$ cat config.mk
export PLATFORM = sky130hd
export DESIGN_NAME = asi_reg_decoder
export DESIGN_NICKNAME = d
export VERILOG_FILES = /design/src/rtl/asi_dec_pkg.sv /design/src/rtl/asi_decode.sv /design/src/rtl/asi_lsu_ctrl.sv /design/src/rtl/asi_mmu_bank.sv /design/src/rtl/asi_reg_decoder.sv
export SDC_FILE = /design/constraint.sdc
export NUM_CORES = 2
export LEC_CHECK = 0
export ABC_CLOCK_PERIOD_IN_PS = 8700
export CELL_PAD_IN_SITES_DETAIL_PLACEMENT = 2
export CELL_PAD_IN_SITES_GLOBAL_PLACEMENT = 2
export CORE_MARGIN = 3
export CORE_UTILIZATION = 49
export DETAILED_ROUTE_END_ITERATION = 12
export DONT_BUFFER_PORTS = 1
export PLACE_DENSITY = 0.88
export SYNTH_ARGS = -nofsm -noshare
export SYNTH_HDL_FRONTEND = slang
export SYNTH_SLANG_ARGS = --single-unit
$ cat constraint.sdc
create_clock -name clk -period 8.7 [get_ports clk]
set_clock_uncertainty 0.05 [all_clocks]
set_input_delay 0.87 -clock clk [delete_from_list [all_inputs] [get_ports clk]]
set_output_delay 0.87 -clock clk [all_outputs]
set_load 0.005 [all_outputs]
$ cat src/rtl/asi_dec_pkg.sv
package asi_dec_pkg;
  localparam logic [7:0] ASI_CTRL     = 8'h45;
  localparam logic [7:0] ASI_IBANK    = 8'h50;
  localparam logic [7:0] ASI_DBANK    = 8'h58;
  localparam logic [7:0] ASI_PRIV_LIM = 8'h80;

  typedef enum logic [1:0] {
    TGT_NONE  = 2'd0,
    TGT_CTRL  = 2'd1,
    TGT_IBANK = 2'd2,
    TGT_DBANK = 2'd3
  } asi_tgt_e;
endpackage

$ cat src/rtl/asi_decode.sv
module asi_decode
  import asi_dec_pkg::*;
#(
  parameter int ADDR_W  = 64,
  parameter int IDX_W   = 4,
  parameter int IDX_LSB = 3
) (
  input  logic              req_valid,
  input  logic              req_write,
  input  logic [7:0]        req_asi,
  input  logic [ADDR_W-1:0] req_addr,
  input  logic              priv,
  output logic              viol,
  output logic              do_read,
  output logic              do_write,
  output asi_tgt_e          tgt,
  output logic [IDX_W-1:0]  idx
);
  localparam int IDX_MSB = IDX_LSB + IDX_W - 1;

  logic restricted;
  logic granted;
  logic unused_addr;

  assign restricted  = req_asi < ASI_PRIV_LIM;
  assign viol        = req_valid && restricted && !priv;
  assign granted     = req_valid && !viol;
  assign do_read     = granted && !req_write;
  assign do_write    = granted && req_write;
  assign idx         = req_addr[IDX_MSB:IDX_LSB];
  assign unused_addr = ^{req_addr[ADDR_W-1:IDX_MSB+1], req_addr[IDX_LSB-1:0]};

  always_comb begin
    case (req_asi)
      ASI_CTRL:  tgt = TGT_CTRL;
      ASI_IBANK: tgt = TGT_IBANK;
      ASI_DBANK: tgt = TGT_DBANK;
      default:   tgt = TGT_NONE;
    endcase
  end
endmodule

$ cat src/rtl/asi_lsu_ctrl.sv
module asi_lsu_ctrl #(
  parameter int              DATA_W    = 64,
  parameter logic [DATA_W-1:0] KEEP_MASK = 64'hC
) (
  input  logic              clk,
  input  logic              rst,
  input  logic              wr_en,
  input  logic [DATA_W-1:0] wdata,
  output logic [DATA_W-1:0] value,
  output logic              flush
);
  logic [DATA_W-1:0] value_q;
  logic [DATA_W-1:0] next_val;
  logic              flush_q;

  assign next_val = wdata & KEEP_MASK;

  always_ff @(posedge clk) begin
    if (rst) begin
      value_q <= '0;
      flush_q <= 1'b0;
    end else begin
      flush_q <= wr_en && (next_val != value_q);
      if (wr_en) value_q <= next_val;
    end
  end

  assign value = value_q;
  assign flush = flush_q;
endmodule

$ cat src/rtl/asi_mmu_bank.sv
module asi_mmu_bank #(
  parameter int DATA_W   = 64,
  parameter int DEPTH    = 16,
  parameter bit IS_DSIDE = 1'b0,
  localparam int IDX_W   = $clog2(DEPTH)
) (
  input  logic              clk,
  input  logic              rst,
  input  logic              wr_en,
  input  logic [IDX_W-1:0]  idx,
  input  logic [DATA_W-1:0] wdata,
  output logic [DATA_W-1:0] rd_val
);
  localparam int FSR_IDX = 3;
  localparam int FAR_IDX = 4;

  logic [DATA_W-1:0] regs [DEPTH];

  function automatic logic locked(input logic [IDX_W-1:0] i);
    if (i == IDX_W'(0) || i == IDX_W'(FAR_IDX)) return 1'b1;
    if (!IS_DSIDE && (i == IDX_W'(1) || i == IDX_W'(2) ||
                      i == IDX_W'(7) || i == IDX_W'(8))) return 1'b1;
    return 1'b0;
  endfunction

  always_ff @(posedge clk) begin
    if (rst) begin
      for (int k = 0; k < DEPTH; k++) regs[k] <= '0;
    end else if (wr_en && !locked(idx)) begin
      if (idx == IDX_W'(FSR_IDX) && !wdata[0]) begin
        regs[FSR_IDX] <= '0;
        if (IS_DSIDE) regs[FAR_IDX] <= '0;
      end else begin
        regs[idx] <= wdata;
      end
    end
  end

  assign rd_val = regs[idx];
endmodule

$ cat src/rtl/asi_reg_decoder.sv
module asi_reg_decoder
  import asi_dec_pkg::*;
#(
  parameter int                ADDR_W    = 64,
  parameter int                DATA_W    = 64,
  parameter int                DEPTH     = 16,
  parameter int                IDX_LSB   = 3,
  parameter logic [DATA_W-1:0] KEEP_MASK = 64'hC
) (
  input  logic              clk,
  input  logic              rst,
  input  logic              req_valid,
  input  logic              req_write,
  input  logic [7:0]        req_asi,
  input  logic [ADDR_W-1:0] req_addr,
  input  logic [DATA_W-1:0] req_wdata,
  input  logic              priv,
  output logic [DATA_W-1:0] rd_data,
  output logic              rd_valid,
  output logic              priv_err,
  output logic              tlb_flush
);
  localparam int IDX_W = $clog2(DEPTH);

  logic              viol, do_read, do_write;
  asi_tgt_e          tgt;
  logic [IDX_W-1:0]  idx;
  logic [DATA_W-1:0] ctrl_val;
  logic [DATA_W-1:0] bank_val [2];
  logic [DATA_W-1:0] sel_val;
  logic [DATA_W-1:0] rd_data_q;
  logic              rd_valid_q, priv_err_q;

  asi_decode #(.ADDR_W(ADDR_W), .IDX_W(IDX_W), .IDX_LSB(IDX_LSB)) u_dec (
    .req_valid(req_valid), .req_write(req_write), .req_asi(req_asi),
    .req_addr(req_addr), .priv(priv), .viol(viol), .do_read(do_read),
    .do_write(do_write), .tgt(tgt), .idx(idx)
  );

  asi_lsu_ctrl #(.DATA_W(DATA_W), .KEEP_MASK(KEEP_MASK)) u_ctrl (
    .clk(clk), .rst(rst), .wr_en(do_write && tgt == TGT_CTRL),
    .wdata(req_wdata), .value(ctrl_val), .flush(tlb_flush)
  );

  for (genvar s = 0; s < 2; s++) begin : g_bank
    localparam asi_tgt_e MY_TGT = (s == 0) ? TGT_IBANK : TGT_DBANK;
    asi_mmu_bank #(.DATA_W(DATA_W), .DEPTH(DEPTH), .IS_DSIDE(s == 1)) u_bank (
      .clk(clk), .rst(rst), .wr_en(do_write && tgt == MY_TGT),
      .idx(idx), .wdata(req_wdata), .rd_val(bank_val[s])
    );
  end

  always_comb begin
    case (tgt)
      TGT_CTRL:  sel_val = ctrl_val;
      TGT_IBANK: sel_val = bank_val[0];
      TGT_DBANK: sel_val = bank_val[1];
      default:   sel_val = '0;
    endcase
  end

  always_ff @(posedge clk) begin
    if (rst) begin
      rd_data_q  <= '0;
      rd_valid_q <= 1'b0;
      priv_err_q <= 1'b0;
    end else begin
      rd_valid_q <= do_read;
      rd_data_q  <= do_read ? sel_val : '0;
      priv_err_q <= viol;
    end
  end

  assign rd_data  = rd_data_q;
  assign rd_valid = rd_valid_q;
  assign priv_err = priv_err_q;
endmodule

==> metrics.txt <==
status=finished with violations; failing checks=slew limit; vias post-DR=53000; hold_ws=116 ps; post-route insts no fill=8083; Slew Viols, Final=approximately 260; vias per cell=6.56; clock buffer depth=3; post-layout min period=5320 ps; Cells after Synth=5073; most frequent cells in the layout=2048 x edfxtp_1, 1522 x and2_1, 634 x mux4_2, 512 x conb_1, 223 x clkbuf_16; worst-path fanout max=517; Final period util=61.1%; wire per inst=42.8 um; pwr dens=226 nW/um2; Slew headroom=-77.0%; final net count=between 5000 and 6000; H-tree depth=4; # rows=157; Worst-Skew Late Latency=900 ps; vias in the first global route=57500; routed wire length=346000 um; fmax=188 MHz; Worst Tran Pin Value=2650 ps; DR iter-0 viols=7992; worst hold-check path type=input port to flop; IO Pins=208; Post-Route Setup TNS=0 ps; pin count of the biggest net entering global routing=518; Maximum Capacitance Violations=0; mapped cell area=90500 um2; Die Wd=436 um; setup violators final=0; Post-CTS Resized=0; initial antenna violation count=23; post-route cell area=102000 um2; clk sinks=2117; number of synthesized flops with an enable pin=2048; CP arrival=5770 ps; post-synthesis sequential area ratio=a little over two thirds; dpl cells=approximately 7700; Fill cells=between 15000 and 20000; leakage power=35.4 nW; startpoint types=input port; All-Layer GR Usage=36.6%; Remaining DRCs=0; Most used DFF post-synth=edfxtp_1; Setup Fix Bufs, Post-CTS=0; Num CTS Buffers=219; Post-DP Area=approximately 95000 um2; final core occ=between 50% and 60%; Area Growth Syn to Fin=12.4%; die area=190000 um2; peak supply drop=242 uV; IO Port Bufs=0; die height=around 440 um; router iterations before antenna repair=6; HPWL Detailed=175000 um; Crit. End Element=flop; syn avg cell area=17.8 um2; Core Region=183000 um2; critical path type=input port to flop; CTS tree=yes; total chip power=23.0 mW; Setup WS pre-CTS=3010 ps; CP required=9150 ps; GPL Wtd Cong=0.752; asr flop ratio synth=0%; final hold vios=0; Clock transition at path regs=70 ps; Yosys reg bits=2117; YS warnings=0; RSZ-0062 raised after global routing=no; most common cell after layout, fill and taps aside=edfxtp_1; Cell variety after synth=46; initial core utilization=49.4%; Antenna Nets Post-Route=0; layout cells sized above 1=19.6%; total grt overflow=0; CTS Root Cell=clkbuf_16; final setup margin=3380 ps; first-pass GRT wire length=485000 um
[flip-flops by register name, indices dropped and copies added (netlist names)]
name                cells
u_ctrl.flush            1
rd_data                64
rd_valid                1
g_bank.u_bank.regs   2048
u_ctrl.value            2
priv_err                1
[final cells by class]
class / instances / area, um2 / share of cell area, %
timing repair buffer: 94 / 756 / 0.743
clock inverter: 80 / 706 / 0.694
inverter: 3 / 11.3 / 0.0111
antenna: 5 / 12.5 / 0.0123
tap: 2464 / 3080 / 3.03
sequential: 2117 / 62900 / 61.8
multi-input combinational: 2993 / 27900 / 27.4
clock buffer: 327 / 6380 / 6.28
[per-layer routing]
metal	part of all wire [%]	vias to the layer above	track usage, %
li1	-	19400	-
met1	34	28400	44.9
met2	50	4131	61.7
met3	9.3	1030	6.98
met4	6.1	10	19.7
met5	0.020	-	0
[where the power goes]
group          switching [mW]  internal [mW]  leakage [nW]  total (mW)
Combinational           0.593          0.579          11.7        1.17
Sequential              0.290           11.8          20.1        12.0
Clock                    4.47           5.31          3.48        9.78
Total                    5.35           17.6          35.4        23.0
[worst max-delay path, cell delays in order]
cell	delay [ps]
nand4bb_1	880
o21ai_1	160
buf_4	270
nor4_2	1130
buf_4	280
or2_4	620
buf_4	930
[path summary, 6_finish.rpt]
check	depth (start not counted)	end	from	slack [ps]
worst max-delay path	7	g_bank[0].u_bank.regs[12][9]	req_addr[3]	3380
worst min-delay path	1	g_bank[0].u_bank.regs[11][58]	req_wdata[58]	120
worst max register to register	4	rd_data[2]	g_bank[1].u_bank.regs[10][2]	6280
worst min register to register	2	u_ctrl.value[3]	u_ctrl.value[3]	700
[cell usage after synthesis (3+ instances only)]
library cell	instances	area, um2
edfxtp_1	2048	61500
and2_1	1522	9520
mux4_2	634	14300
clkbuf_1	326	1220
nand3_1	127	636
nand2_1	76	285
clkbuf_2	71	355
dfxtp_1	69	1380
buf_1	56	210
nor2_1	19	71.3
o21ai_0	16	80.1
buf_2	13	65.1
nor3_4	13	211
or2_2	10	62.6
nor4_1	8	50.1
nor3_1	7	35.0
mux2i_1	6	60.1
nand2b_1	6	37.5
nor2b_1	5	31.3
a22o_1	4	35.0
inv_1	3	11.3
[kinds of logic after synthesis]
| logic type | count (synthesis) | synth area share [%] |
|---|---|---|
| mux | 640 | 15.9 |
| xor+xnor | 2 | 0.0194 |
| simple gates | 1807 | 12.3 |
| buf+inv | 474 | 2.12 |
| flops | 2117 | 69.5 |
| other cells | 1 | 0.00415 |
| compound gates | 32 | 0.225 |
[timing repair]
item,4_1_cts,5_1_grt
hold endpoints to repair,1,0
endpoints found under the setup margin,0,0
hold buffers,2,0
No activity file was read; power rests on OpenSTA's default activity.
